[src/rtl/adcf_pkg.sv]
package adcf_pkg;

    typedef enum logic [1:0] {
        OCC_EMPTY   = 2'd0,
        OCC_PARTIAL = 2'd1,
        OCC_FULL    = 2'd2
    } occ_state_t;

endpackage

[src/rtl/adcf_store.sv]
module adcf_store #(
    parameter int DEPTH = 32,
    parameter int WIDTH = 26,
    localparam int PW = $clog2(DEPTH)
) (
    input  logic             clk,
    input  logic             rst,
    input  logic             wr_en,
    input  logic [PW-1:0]    wptr,
    input  logic [WIDTH-1:0] wr_word,
    input  logic             rd_en,
    input  logic             rd_void,
    input  logic [PW-1:0]    rptr,
    output logic [WIDTH-1:0] rd_word
);

    logic [WIDTH-1:0] cells [DEPTH];

    always_ff @(posedge clk) begin
        if (wr_en) begin
            cells[wptr] <= wr_word;
        end
    end

    always_ff @(posedge clk) begin
        if (rst) begin
            rd_word <= '0;
        end else if (rd_en) begin
            rd_word <= cells[rptr];
        end else if (rd_void) begin
            rd_word <= '0;
        end
    end

    // an empty pop yields zero on the output one cycle later
    a_r5_zero_on_void: assert property (@(posedge clk) disable iff (rst)
        rd_void |=> (rd_word == '0));

    // with no pop of either kind the output word holds
    a_r7_hold: assert property (@(posedge clk) disable iff (rst)
        (!rd_en && !rd_void) |=> $stable(rd_word));

endmodule

[src/rtl/adcf_ctrl.sv]
module adcf_ctrl
    import adcf_pkg::*;
#(
    parameter int DEPTH = 32,
    localparam int PW = $clog2(DEPTH),
    localparam int CW = $clog2(DEPTH + 1)
) (
    input  logic          clk,
    input  logic          rst,
    input  logic          push_req,
    input  logic          pop_req,
    output logic          wr_en,
    output logic          rd_en,
    output logic          ovf_evt,
    output logic          unf_evt,
    output logic [PW-1:0] wptr,
    output logic [PW-1:0] rptr,
    output logic [CW-1:0] count,
    output logic          full,
    output logic          nonempty
);

    localparam logic [CW-1:0] CNT_TOP  = CW'(DEPTH);
    localparam logic [CW-1:0] CNT_NEAR = CW'(DEPTH - 1);
    localparam logic [CW-1:0] CNT_ONE  = CW'(1);
    localparam logic [PW-1:0] PTR_LAST = PW'(DEPTH - 1);

    occ_state_t state, state_nxt;

    // Accept decisions are made on the occupancy at the start of the cycle
    always_comb begin
        wr_en   = 1'b0;
        rd_en   = 1'b0;
        ovf_evt = 1'b0;
        unf_evt = 1'b0;
        unique case (state)
            OCC_EMPTY: begin
                wr_en   = push_req;
                unf_evt = pop_req;
            end
            OCC_PARTIAL: begin
                wr_en = push_req;
                rd_en = pop_req;
            end
            OCC_FULL: begin
                ovf_evt = push_req;
                rd_en   = pop_req;
            end
            default: begin
                wr_en = 1'b0;
            end
        endcase
    end

    // Transition logic (FILL, TOP_OFF, DRAIN, EMPTY_OUT)
    always_comb begin
        state_nxt = state;
        unique case (state)
            OCC_EMPTY: begin
                if (wr_en) state_nxt = OCC_PARTIAL;
            end
            OCC_PARTIAL: begin
                if (wr_en && !rd_en && count == CNT_NEAR) begin
                    state_nxt = OCC_FULL;
                end else if (rd_en && !wr_en && count == CNT_ONE) begin
                    state_nxt = OCC_EMPTY;
                end
            end
            OCC_FULL: begin
                if (rd_en) state_nxt = OCC_PARTIAL;
            end
            default: state_nxt = OCC_EMPTY;
        endcase
    end

    // State register (RESET)
    always_ff @(posedge clk) begin
        if (rst) begin
            state <= OCC_EMPTY;
        end else begin
            state <= state_nxt;
        end
    end

    // Status outputs decoded from the state
    always_comb begin
        full     = 1'b0;
        nonempty = 1'b0;
        unique case (state)
            OCC_EMPTY:   begin full = 1'b0; nonempty = 1'b0; end
            OCC_PARTIAL: begin full = 1'b0; nonempty = 1'b1; end
            OCC_FULL:    begin full = 1'b1; nonempty = 1'b1; end
            default:     begin full = 1'b0; nonempty = 1'b0; end
        endcase
    end

    always_ff @(posedge clk) begin
        if (rst) begin
            wptr  <= '0;
            rptr  <= '0;
            count <= '0;
        end else begin
            if (wr_en) begin
                wptr <= (wptr == PTR_LAST) ? '0 : wptr + 1'b1;
            end
            if (rd_en) begin
                rptr <= (rptr == PTR_LAST) ? '0 : rptr + 1'b1;
            end
            unique case ({wr_en, rd_en})
                2'b10:   count <= count + 1'b1;
                2'b01:   count <= count - 1'b1;
                default: count <= count;
            endcase
        end
    end

    // the count never exceeds the depth
    a_r2_count_bound: assert property (@(posedge clk) disable iff (rst)
        count <= CNT_TOP);

    // the state and the count agree on emptiness and fullness
    a_r3_empty_match: assert property (@(posedge clk) disable iff (rst)
        (state == OCC_EMPTY) == (count == '0));
    a_r3_full_match: assert property (@(posedge clk) disable iff (rst)
        (state == OCC_FULL) == (count == CNT_TOP));

    // a push and a pop together in the partial state keep the count
    a_r2_pair_stable: assert property (@(posedge clk) disable iff (rst)
        (state == OCC_PARTIAL && push_req && pop_req) |=> $stable(count));

    // a push into a full store without a pop keeps it full
    a_r4_full_keeps: assert property (@(posedge clk) disable iff (rst)
        (state == OCC_FULL && push_req && !pop_req) |=> (count == CNT_TOP));

    // an empty pop moves no read pointer
    a_r5_ptr_still: assert property (@(posedge clk) disable iff (rst)
        (state == OCC_EMPTY && pop_req) |=> $stable(rptr));

endmodule

[src/rtl/adcf_irq.sv]
module adcf_irq #(
    parameter int DEPTH = 32,
    localparam int CW = $clog2(DEPTH + 1)
) (
    input  logic          clk,
    input  logic          rst,
    input  logic          wr_en,
    input  logic          ovf_evt,
    input  logic          unf_evt,
    input  logic          nonempty,
    input  logic [CW-1:0] count,
    input  logic          ovf_clr,
    input  logic          unf_clr,
    input  logic          rdy_mask,
    input  logic          rdy_clr,
    input  logic          dma_en,
    input  logic [CW-1:0] dma_thresh,
    output logic          ovf_flag,
    output logic          unf_flag,
    output logic          rdy_irq,
    output logic          dma_req
);

    logic rdy_pend;

    // Sticky flags: a new event outranks a clear in the same cycle
    always_ff @(posedge clk) begin
        if (rst) begin
            ovf_flag <= 1'b0;
            unf_flag <= 1'b0;
            rdy_pend <= 1'b0;
        end else begin
            if (ovf_evt)      ovf_flag <= 1'b1;
            else if (ovf_clr) ovf_flag <= 1'b0;

            if (unf_evt)      unf_flag <= 1'b1;
            else if (unf_clr) unf_flag <= 1'b0;

            if (wr_en)        rdy_pend <= 1'b1;
            else if (rdy_clr) rdy_pend <= 1'b0;
        end
    end

    always_comb begin
        rdy_irq = rdy_pend && !rdy_mask && nonempty;
        dma_req = dma_en && (count != '0) && (count >= dma_thresh);
    end

    // flags hold until their own clear
    a_r6_ovf_sticky: assert property (@(posedge clk) disable iff (rst)
        (ovf_flag && !ovf_clr) |=> ovf_flag);
    a_r6_unf_sticky: assert property (@(posedge clk) disable iff (rst)
        (unf_flag && !unf_clr) |=> unf_flag);

    // an overrun event is always recorded
    a_r4_ovf_set: assert property (@(posedge clk) disable iff (rst)
        ovf_evt |=> ovf_flag);

    // an unmasked push always raises the ready interrupt next cycle
    a_r8_rearm: assert property (@(posedge clk) disable iff (rst)
        wr_en |=> (rdy_irq || rdy_mask));

    // no request without enable
    a_r9_dma_gate: assert property (@(posedge clk) disable iff (rst)
        !dma_en |-> !dma_req);

endmodule

[src/rtl/adc_result_fifo.sv]
module adc_result_fifo #(
    parameter int DEPTH = 32,
    parameter int WIDTH = 26,
    localparam int PW = $clog2(DEPTH),
    localparam int CW = $clog2(DEPTH + 1)
) (
    input  logic             clk,
    input  logic             rst,
    input  logic             conv_done,
    input  logic [WIDTH-1:0] conv_data,
    input  logic             rd_pop,
    output logic [WIDTH-1:0] rd_data,
    output logic [CW-1:0]    fill_count,
    output logic             is_full,
    output logic             not_empty,
    output logic             data_ready,
    output logic             ovf_flag,
    input  logic             ovf_clr,
    output logic             unf_flag,
    input  logic             unf_clr,
    input  logic             rdy_mask,
    input  logic             rdy_clr,
    output logic             rdy_irq,
    input  logic             dma_en,
    input  logic [CW-1:0]    dma_thresh,
    output logic             dma_req
);

    logic          wr_en, rd_en, ovf_evt, unf_evt;
    logic [PW-1:0] wptr, rptr;
    logic          full_s, nonempty_s;

    adcf_ctrl #(.DEPTH(DEPTH)) u_ctrl (
        .clk      (clk),
        .rst      (rst),
        .push_req (conv_done),
        .pop_req  (rd_pop),
        .wr_en    (wr_en),
        .rd_en    (rd_en),
        .ovf_evt  (ovf_evt),
        .unf_evt  (unf_evt),
        .wptr     (wptr),
        .rptr     (rptr),
        .count    (fill_count),
        .full     (full_s),
        .nonempty (nonempty_s)
    );

    adcf_store #(.DEPTH(DEPTH), .WIDTH(WIDTH)) u_store (
        .clk     (clk),
        .rst     (rst),
        .wr_en   (wr_en),
        .wptr    (wptr),
        .wr_word (conv_data),
        .rd_en   (rd_en),
        .rd_void (unf_evt),
        .rptr    (rptr),
        .rd_word (rd_data)
    );

    adcf_irq #(.DEPTH(DEPTH)) u_irq (
        .clk        (clk),
        .rst        (rst),
        .wr_en      (wr_en),
        .ovf_evt    (ovf_evt),
        .unf_evt    (unf_evt),
        .nonempty   (nonempty_s),
        .count      (fill_count),
        .ovf_clr    (ovf_clr),
        .unf_clr    (unf_clr),
        .rdy_mask   (rdy_mask),
        .rdy_clr    (rdy_clr),
        .dma_en     (dma_en),
        .dma_thresh (dma_thresh),
        .ovf_flag   (ovf_flag),
        .unf_flag   (unf_flag),
        .rdy_irq    (rdy_irq),
        .dma_req    (dma_req)
    );

    always_comb begin
        is_full    = full_s;
        not_empty  = nonempty_s;
        data_ready = nonempty_s;
    end

    // a pop and a push on a full store end with one entry fewer
    a_r10_full_pair: assert property (@(posedge clk) disable iff (rst)
        (is_full && conv_done && rd_pop) |=> (fill_count == CW'(DEPTH - 1)));

    // reset leaves no request behind
    a_r1_reset_quiet: assert property (@(posedge clk)
        rst |=> (fill_count == '0 && !ovf_flag && !unf_flag && !rdy_irq));

endmodule

[config.mk]
export PLATFORM = sky130hd
export DESIGN_NAME = adc_result_fifo
export DESIGN_NICKNAME = d
export VERILOG_FILES = /design/src/rtl/adcf_pkg.sv /design/src/rtl/adcf_store.sv /design/src/rtl/adcf_ctrl.sv /design/src/rtl/adcf_irq.sv /design/src/rtl/adc_result_fifo.sv
export SDC_FILE = /design/constraint.sdc
export NUM_CORES = 1
export LEC_CHECK = 0
export CAP_MARGIN = 20
export CORE_AREA = 2 2 253 255
export CTS_CLUSTER_SIZE = 8
export DETAILED_ROUTE_END_ITERATION = 10
export DIE_AREA = 0 0 255 257
export DONT_BUFFER_PORTS = 1
export HOLD_SLACK_MARGIN = 0.03
export PLACE_DENSITY_LB_ADDON = 0.15
export SYNTH_ARGS = -nofsm -noshare
export SYNTH_HDL_FRONTEND = slang
export SYNTH_HIERARCHICAL = 1
export SYNTH_SLANG_ARGS = --single-unit
[constraint.sdc]
create_clock -name clk -period 3.5 [get_ports clk]
set_input_delay 0.175 -clock clk [delete_from_list [all_inputs] [get_ports clk]]
set_output_delay 0.175 -clock clk [all_outputs]
set_load 0.005 [all_outputs]
==> results of run 1 <==
[worst max-delay path by stage]
| stage | from | end | slack (ns) | depth (start not counted) |
|---|---|---|---|---|
| 4_1_cts | u_ctrl/state[0] | u_store/cells[10][18] | 0.48 | 6 |
| 5_1_grt | u_ctrl/state[1] | u_store/cells[30][20] | 0.39 | 8 |
| 3_5_place_dp | u_ctrl/state[0] | u_store/cells[10][21] | 0.47 | 6 |
| 2_1_floorplan | u_ctrl/state[0] | u_store/cells[12][0] | 0.33 | 8 |
| 6_report | u_ctrl/state[0] | u_store/cells[30][20] | 0.54 | 8 |
| 3_3_place_gp | u_ctrl/state[0] | u_store/cells[10][20] | 0.55 | 6 |
[synth_stat cells (11+ instances only)]
cell / number
nor2b_1: 29
mux2_2: 19
a2111oi_2: 26
clkbuf_1: 45
a2111oi_1: 19
o22ai_1: 19
nand3_1: 11
nor2_1: 51
a21o_1: 11
buf_2: 41
mux2i_1: 192
a221oi_1: 26
mux4_2: 130
inv_1: 16
edfxtp_1: 832
and2_1: 23
a22oi_1: 52
a21oi_1: 51
ha_1: 19
dfxtp_1: 47
o21bai_1: 26
[cells in the final DEF, fill, tap and decap left out, drive strengths merged, types with 29 or more instances in the layout]
master | netlist | routed
a2111oi | 45 | 45
a21oi | 51 | 51
edfxtp | 832 | 832
dfxtp | 47 | 47
dlygate4sd3 | 0 | 33
mux2i | 192 | 192
buf | 60 | 106
mux4 | 130 | 130
nor2b | 29 | 29
nor2 | 52 | 52
a22oi | 52 | 52
clkbuf | 45 | 220
[cell type report]
cell class	instances	area [sq um]	share of cell area, %
antenna	3	7.507	0.01831
clock buffer	220	3421	8.341
sequential	879	25940	63.25
multi-input combinational	800	8730	21.29
clock inverter	8	141.4	0.3448
inverter	16	60.06	0.1464
timing repair buffer	139	1654	4.033
tap	846	1059	2.581
[stage by stage]
stage / power (W) / hold slack [ns] / util [%]
2_1_floorplan: 0.01341 / 0.2474 / -
3_3_place_gp: 0.01397 / 0.2534 / 58.34
3_5_place_dp: 0.01401 / 0.2542 / 58.43
4_1_cts: 0.02496 / 0.2153 / 64.87
5_1_grt: 0.02558 / 0.2521 / 65.37
6_report: 0.02485 / 0.2544 / 65.37
[cells by family after synthesis]
logic type / Yosys count
muxes: 341
adders and majority gates: 19
buffers and inverters: 121
xor gates and xnor gates: 5
DFF: 879
and+or+nand+nor: 165
AOI/OAI and AO/OA: 270
[critical path, stage by stage (launching register included)]
cell      delay, ns
dfxtp_1        0.34
inv_1          0.09
ha_1           0.19
o21ai_0        0.13
inv_1          0.19
nand3b_1       0.55
buf_4          0.38
nor2_4         0.23
buf_4          0.43
[routing by layer]
metal / track usage (%) / share of wire (%) / vias to the layer above
li1: - / - / 7793
met1: 37.71 / 39 / 9702
met2: 43.61 / 48 / 895
met3: 7.152 / 9.8 / 187
met4: 11.05 / 3.6 / 2
met5: 0 / 0.014 / -
[where the power goes]
group / switching [W] / internal (W)
registers: 0.000238 / 0.0117
logic: 0.00120 / 0.000924
clock network: 0.00427 / 0.00652
[registers in the layout, indices dropped and copies added (netlist names)]
signal and count:
u_ctrl/wptr 5, u_irq/ovf_flag 1, u_ctrl/state 2, u_ctrl/count 6, u_store/cells 832, u_irq/unf_flag 1
u_irq/rdy_pend 1, u_store/rd_word 26, u_ctrl/rptr 5
==> flow_summary.json, run 1 <==
{
  "status": "completed",
  "cts.sinks": 879,
  "rows": 92,
  "finalSetupTns_ns": 0,
  "synth-simple-area-share_pct": 2.661,
  "yosys-top-cells-area": "edfxtp_1 71%, mux4_2 8.4%, mux2i_1 5.5%, dfxtp_1 2.7%, a2111oi_2 1.1%",
  "setup_viol": 0,
  "routed_wl_mm": 90.08,
  "synth.distinct_cells": 57,
  "cp.required_ns": 3.80,
  "synth_top_area_share_pct": 71.41,
  "die_area_sq_um": 65540,
  "min_to": "u_irq/ovf_flag",
  "p_leak_nw": 12.68,
  "route.detailed.drc": 0,
  "grtUsageTotal_pct": 27.87,
  "ys_seq_area_share_pct": 74.10,
  "hold_class": "primary input to flop",
  "grt_pass1_wl_mm": 128.8,
  "fp.dieW_microns": 255,
  "netlist_area_sq_um": 34990,
  "path_class": "flop to flop",
  "cp-start-kind": "flop",
  "r2r_start": "u_ctrl/state[0]",
  "fin_crit_sh_pct": 84.58,
  "hold_path_depth": 4,
  "preCtsSetupSlack_ns": 0.4749,
  "worst_pin_slew_ns": 1.097,
  "dieHeight_microns": 257,
  "synthArstFlopShare_pct": 0,
  "clk_latency_ns": 0.68,
  "reg2reg_to": "u_store/cells[30][20]",
  "placed_cells": 2625,
  "io_pins": 80,
  "synth-seq-cells": 879,
  "hp-start": "ovf_clr",
  "avgSynthCellArea_sq_um": 19.44,
  "htreeDepth": 3,
  "yosys_most_used_dff": "edfxtp_1",
  "detail_route.iter0.violations": 2111,
  "cts_resized": 0,
  "place_congestion": 0.8030,
  "wl_per_cell_microns": 30.95,
  "core_sq_um": 62740,
  "overflow": 0,
  "powerDensity_nw_per_um2": 605.8,
  "synth_top_family_by_area": "multiplexers",
  "antenna_found_initial": 5,
  "fin_crit_ns": 2.960,
  "rsz0062_at_grt": "false",
  "dpl.hpwl_mm": 51.32,
  "start_util_pct": 55.77,
  "grt_pass1_vias": 18700,
  "numCtsBuffers": 120,
  "fin_cells": 2911,
  "cts_buffer_depth": 3,
  "drv_slew": 0,
  "nets": 2016,
  "synth_top_area_cell": "edfxtp_1",
  "fin_skew_ns": 0.03164,
  "syn_to_final_growth_pct": 17.21,
  "finish.instance_area_sq_um": 41010,
  "yosysWarnings": 6,
  "syn_nets": 1860,
  "finalHoldViolCount": 0,
  "cts_root_buf": "clkbuf_16",
  "vias_per_cell": 6.382,
  "vias": 18580,
  "tritoncts": "yes",
  "holdBufCountCts": 40,
  "fmax_mhz": 337.8,
  "post_cts_buffers": 0,
  "setup_slack_ns": 0.5397,
  "clk_pin_slew_ns": 0.05,
  "fillers": 4212,
  "irDropWorstVdd_mv": 0.4279,
  "arrival_ns": 3.26,
  "cp-end-kind": "flop",
  "synth_mux_area_share_pct": 14.47,
  "slew_headroom_pct": 26.62,
  "synth-compound-area-share_pct": 6.283,
  "synth_cells": 1800,
  "drive_gt1_share_pct": 22.79,
  "synth-edff-count": 832,
  "portBuffers": 0,
  "antenna_left": 0,
  "cp_max_fo": 20,
  "cap_violations": 0,
  "firstDrtPassIters": 5,
  "grt_max_degree": 61,
  "reg2reg_slack_ns": 0.54,
  "rr_worst_depth": 8,
  "synthAdderAreaFrac_pct": 0.6795,
  "place_area_sq_um": 36660,
  "synthXorXnorAreaFrac_pct": 0.1252
}
No activity file was read; power rests on OpenSTA's default activity.
==> inputs of run 2 (changes only) <==
Clock period 3.5 ns to 2.8 ns, I/O delays scaled along.
==> run 2 against run 1 <==
  * Global-route usage decreased by 0.54 points
  * Register-to-register slack lost 0.31 ns
  * Design area is 0.78% higher
  * First-iteration DRC count shrank 8.2%
  * Largest power group unchanged
  * Critical endpoint is now u_ctrl/count[5]
  * Total power is 24% higher
  * Core utilization is 0.51 points higher
  * Maximum frequency up 15%
  * Highest routed layer is now met4
  * Sequential share of layout area shrank 0.49 points
  * Die area did not move
==> flow_summary.json, run 2 (synthesis results as in run 1) <==
{
  "cp-start-kind": "flop",
  "cp-startpoint": "u_ctrl/state[0]",
  "reg2reg_to": "u_ctrl/count[5]",
  "grtUsageTotal_pct": 27.33,
  "hp-start": "conv_data[2]",
  "slew_headroom_pct": 23.19,
  "io_pins": 80,
  "mostFrequentLayoutCells": "832 x edfxtp_1, 192 x mux2i_1, 130 x mux4_2",
  "die_area_sq_um": 65540,
  "detail_route.iter0.violations": 1938,
  "fin_skew_ns": 0.04027,
  "status": "completed",
  "vias_per_cell": 6.324,
  "fmax_mhz": 388.3,
  "fin_crit_ns": 2.575,
  "fin_util_pct": 65.88,
  "grt_max_degree": 58,
  "overflow": 0,
  "rsz0062_at_grt": "false",
  "top_regs": "u_store/cells: 832 flops, u_store/rd_word: 26 flops, u_ctrl/count: 6 flops",
  "cap_violations": 0,
  "path_class": "flop to flop",
  "irDropWorstVdd_mv": 0.5360,
  "dpl.hpwl_mm": 53.35,
  "placed_cells": 2663,
  "wl_per_cell_microns": 30.02,
  "cts_buffer_depth": 3,
  "hold_class": "primary input to flop",
  "cp-end-kind": "flop",
  "cp.required_ns": 3.36,
  "fp.dieW_microns": 255,
  "grt_pass1_wl_mm": 127.6,
  "tritoncts": "yes",
  "cts.sinks": 879,
  "arrival_ns": 3.14,
  "worst_pin_slew_ns": 1.151,
  "cts_resized": 0,
  "core_sq_um": 62740,
  "hold_path_depth": 1,
  "preCtsSetupSlack_ns": 0.2522,
  "fin_cells": 2939,
  "fin_crit_sh_pct": 91.97,
  "internal-power_w": 0.02378,
  "drv_slew": 0,
  "portBuffers": 0,
  "routed_wl_mm": 88.23,
  "cts_root_buf": "clkbuf_16",
  "grt_pass1_vias": 18810,
  "min_to": "u_store/cells[30][2]",
  "drive_gt1_share_pct": 24.34,
  "r2r_start": "u_ctrl/state[0]",
  "fillers": 4148,
  "place_congestion": 0.8181,
  "finalHoldViolCount": 0,
  "p_leak_nw": 12.90,
  "start_util_pct": 55.77,
  "antenna_found_initial": 4,
  "reg2reg_slack_ns": 0.22,
  "pwr-share-clk_pct": 42.9,
  "firstDrtPassIters": 5,
  "route.detailed.drc": 0,
  "setup_viol": 0,
  "pwr-share-seq_pct": 48.1,
  "clk_latency_ns": 0.70,
  "p_switching_w": 0.007096,
  "syn_to_final_growth_pct": 18.13,
  "numCtsBuffers": 119,
  "rows": 92,
  "dieHeight_microns": 257,
  "p_sw_share_pct": 22.98,
  "htreeDepth": 3,
  "setup_slack_ns": 0.2248,
  "nets": 2058,
  "p_comb_share_pct": 9.0,
  "vias": 18590,
  "powerDensity_nw_per_um2": 747.0,
  "clk_pin_slew_ns": 0.05,
  "layout_commonest_cell": "edfxtp_1",
  "finalSetupTns_ns": 0,
  "largest_reg_flops": 832,
  "rr_worst_depth": 9,
  "cp_max_fo": 9,
  "antenna_left": 0,
  "top_register": "u_store/cells"
}
## run 2: cell types whose count changed in the layout (fill, tap and decap cells not counted), sizes merged
cell | before | now
buf | 106 | 149
clkbuf | 220 | 208
inv | 17 | 18
diode | 3 | 2
clkinv | 7 | 4
## run 2: worst max-delay path by stage
stage / endpoint / cells after the start / slack, ns
6_report: u_ctrl/count[5] / 9 / 0.22
3_5_place_dp: u_ctrl/count[5] / 9 / 0.25
2_1_floorplan: u_store/cells[12][0] / 8 / -0.37
4_1_cts: u_ctrl/count[5] / 9 / 0.22
3_3_place_gp: u_ctrl/count[5] / 9 / 0.29
5_1_grt: u_ctrl/count[5] / 9 / 0.02
## run 2: metal layers
| metal | vias up | part of all wire [%] | global-route usage (%) | routed length, microns |
|---|---|---|---|---|
| met2 | 830 | 48 | 43.09 | 42360 |
| li1 | 7879 | - | - | - |
| met4 | 0 | 3.1 | 9.600 | 2725 |
| met3 | 171 | 9.3 | 7.202 | 8172 |
| met1 | 9705 | 40 | 37.09 | 34970 |
| met5 | - | 0 | 0 | 0 |
## run 2: what timing repair did
item,CTS,global route
endpoints found under the hold margin,879,0
buffers inserted,0,0
hold buffers,47,0
## run 2: worst max-delay path, cell delays in order (launching register included)
cell and delay [ns]:
dfxtp_1 0.38, inv_1 0.08, ha_1 0.38, nand2_1 0.11, inv_1 0.14, ha_1 0.34
or4b_4 0.52, a221oi_2 0.29, xnor2_1 0.15, nor2_1 0.05
## run 2: power groups by stage
| stage | combinational [W] | sequential [W] | clock [W] |
|---|---|---|---|
| floorplan | 0.00177 | 0.0150 | 0 |
| global placement | 0.00241 | 0.0151 | 0 |
| detailed placement | 0.00244 | 0.0151 | 0 |
| CTS | 0.00273 | 0.0149 | 0.0134 |
| global route | 0.00296 | 0.0149 | 0.0140 |
| finish | 0.00277 | 0.0149 | 0.0132 |
## run 2: cell type report
type                       instances  area, sq um  area share (%)
antenna                            2        5.005         0.01211
multi-input combinational        800         8730           21.12
clock inverter                     6        135.1          0.3269
sequential                       879        25940           62.76
tap                              846         1059           2.561
timing repair buffer             182         2072           5.013
inverter                          16        60.06          0.1453
clock buffer                     208         3333           8.065
## run 2: per-stage QoR
stage	hold WS [ns]	total power [W]	instance area [sq um]
floorplan	0.2124	0.01676	34990
global placement	0.2171	0.01751	36960
detailed placement	0.2193	0.01755	36960
CTS	0.1738	0.03100	41050
global route	0.1737	0.03181	41330
finish	0.1752	0.03087	41330
==> inputs of run 3 (changes only) <==
Settings changed: CAP_MARGIN 20 to unset, CELL_PAD_IN_SITES_DETAIL_PLACEMENT set to 0, CELL_PAD_IN_SITES_GLOBAL_PLACEMENT set to 1, PLACE_DENSITY_LB_ADDON 0.15 to 0.1.
==> run 3 against run 2 <==
  * Clock skew fell by 0.022 ns
  * Combinational power barely moved
  * Global-route usage rose by 0.70 points
  * Die area unchanged
  * Sequential power about the same
  * Maximum frequency shrank 1.1%
  * Non-clock buffer count fell by 10
  * First-iteration DRC count is 3.1% higher
  * Register-to-register slack lost 0.03 ns
  * Worst setup slack got worse by 0.029 ns
  * Routed wire length rose by 2.2%
  * Clock-buffer cell count grew 5
  * Critical endpoint unchanged
  * Largest cell class unchanged
==> flow_summary.json, run 3 (synthesis results as in run 1) <==
{
  "status": "completed",
  "core_sq_um": 62740,
  "path_class": "flop to flop",
  "reg2reg_slack_ns": 0.20,
  "mostFrequentLayoutCells": "832 x edfxtp_1, 192 x mux2i_1, 130 x mux4_2",
  "tritoncts": "yes",
  "fin_crit_ns": 2.604,
  "finish.instance_area_sq_um": 41150,
  "r2r_start": "u_ctrl/state[0]",
  "p_leak_nw": 12.79,
  "antenna_found_initial": 5,
  "vias_per_cell": 6.276,
  "nets": 2048,
  "hold_class": "primary input to flop",
  "arrival_ns": 3.14,
  "numCtsBuffers": 119,
  "cts_root_buf": "clkbuf_16",
  "grt_max_degree": 79,
  "grt_pass1_vias": 18630,
  "io_pins": 80,
  "firstDrtPassIters": 5,
  "reg2reg_to": "u_ctrl/count[5]",
  "grtUsageTotal_pct": 28.03,
  "fin_crit_sh_pct": 93.00,
  "top_regs": "u_store/cells: 832 flops, u_store/rd_word: 26 flops, u_ctrl/count: 6 flops",
  "layout_commonest_cell": "edfxtp_1",
  "fmax_mhz": 384.0,
  "dpl.hpwl_mm": 52.80,
  "rows": 92,
  "total_power_w": 0.03090,
  "cts_resized": 0,
  "detail_route.iter0.violations": 1999,
  "holdBufCountCts": 43,
  "place_congestion": 0.7678,
  "fillers": 4208,
  "cap_violations": 0,
  "finalSetupTns_ns": 0,
  "die_area_sq_um": 65540,
  "cts_buffer_depth": 3,
  "portBuffers": 0,
  "powerDensity_nw_per_um2": 751.0,
  "grt_pass1_wl_mm": 129.4,
  "regArea_sq_um": 25940,
  "cts.sinks": 879,
  "start_util_pct": 55.77,
  "dieHeight_microns": 257,
  "cp.required_ns": 3.33,
  "place_area_sq_um": 37170,
  "overflow": 0,
  "setup_viol": 0,
  "hold_path_depth": 5,
  "fp.dieW_microns": 255,
  "multi_input_area_sq_um": 8746,
  "vias": 18380,
  "worst_pin_slew_ns": 1.217,
  "post_cts_buffers": 0,
  "syn_to_final_growth_pct": 17.61,
  "routed_wl_mm": 90.14,
  "clk_latency_ns": 0.67,
  "antenna_left": 0,
  "drv_slew": 0,
  "drive_gt1_share_pct": 23.97,
  "fin_skew_ns": 0.01845,
  "cp_max_fo": 9,
  "slew_headroom_pct": 18.76,
  "clk_pin_slew_ns": 0.05,
  "irDropWorstVdd_mv": 0.5658,
  "finalHoldViolCount": 0,
  "route.detailed.drc": 0,
  "htreeDepth": 3,
  "top_register": "u_store/cells",
  "rsz0062_at_grt": "false",
  "largest_reg_flops": 832,
  "cp-start-kind": "flop",
  "timing.hold.ws_ns": 0.2255,
  "hp-start": "rd_pop",
  "fin_util_pct": 65.59,
  "wl_per_cell_microns": 30.78,
  "min_to": "u_store/rd_word[3]",
  "rr_worst_depth": 8,
  "cp-end-kind": "flop"
}
==> run 3: cell types whose count changed in the layout (fill, tap and decap cells not counted), moves of 2 or more <==
cell | previous run | this run
buf_8 | 4 | 0
buf_12 | 34 | 40
buf_16 | 8 | 1
nor2b_4 | 0 | 2
clkbuf_16 | 120 | 123
buf_4 | 101 | 97
clkinv_16 | 3 | 0
clkbuf_1 | 88 | 90
buf_6 | 2 | 0
nor2b_2 | 2 | 0
==> run 3: where the power goes <==
| part | switching [W] | leakage, nW | internal, W | total, W |
|---|---|---|---|---|
| sequential | 0.000228 | 7.88 | 0.0146 | 0.0149 |
| clock | 0.00515 | 1.64 | 0.00809 | 0.0132 |
| combinational | 0.00162 | 3.28 | 0.00118 | 0.00280 |
==> run 3: layout make-up <==
class                           count  share of cell area [%]
Sequential cell                   879                   63.04
Multi-Input combinational cell    800                   21.26
Clock buffer                      213                   8.301
Timing Repair Buffer              172                   4.610
Tap cell                          846                   2.573
Inverter                           16                  0.1460
Clock inverter                      2                 0.06994
Antenna cell                        1                0.006082
==> run 3: worst max path at each step <==
stage          cells past startpoint  slack [ns]              endpoint             from
6_report                           8        0.20       u_ctrl/count[5]  u_ctrl/state[0]
5_1_grt                            8        0.02       u_ctrl/count[5]  u_ctrl/state[0]
4_1_cts                            8        0.18       u_ctrl/count[5]  u_ctrl/state[0]
3_5_place_dp                       8        0.20       u_ctrl/count[5]  u_ctrl/state[0]
3_3_place_gp                       8        0.30       u_ctrl/count[5]  u_ctrl/state[0]
2_1_floorplan                      8       -0.37  u_store/cells[12][0]  u_ctrl/state[0]
==> run 3: worst max-delay path: stages (launching register included) <==
cell	delay, ns
dfxtp_1	0.39
inv_1	0.09
ha_1	0.23
o21ai_0	0.37
ha_1	0.39
or4b_4	0.51
a221oi_2	0.30
xnor2_1	0.14
nor2_1	0.05
==> run 3: through the flow <==
stage          std cells  worst slack, ns
2_1_floorplan       1800          -0.3657
3_5_place_dp        2670           0.2041
6_report            2929           0.1960
5_1_grt             2929          0.02106
3_3_place_gp        2670           0.2962
4_1_cts             2928           0.1815
==> run 3: metal layers <==
layer  global-route usage [%]  vias up  routed length [microns]
li1                         -     7847                        -
met1                    38.64     9594                    36580
met2                    44.78      789                    43740
met3                    6.312      148                     7343
met4                    9.032        4                     2444
met5                        0        -                       29
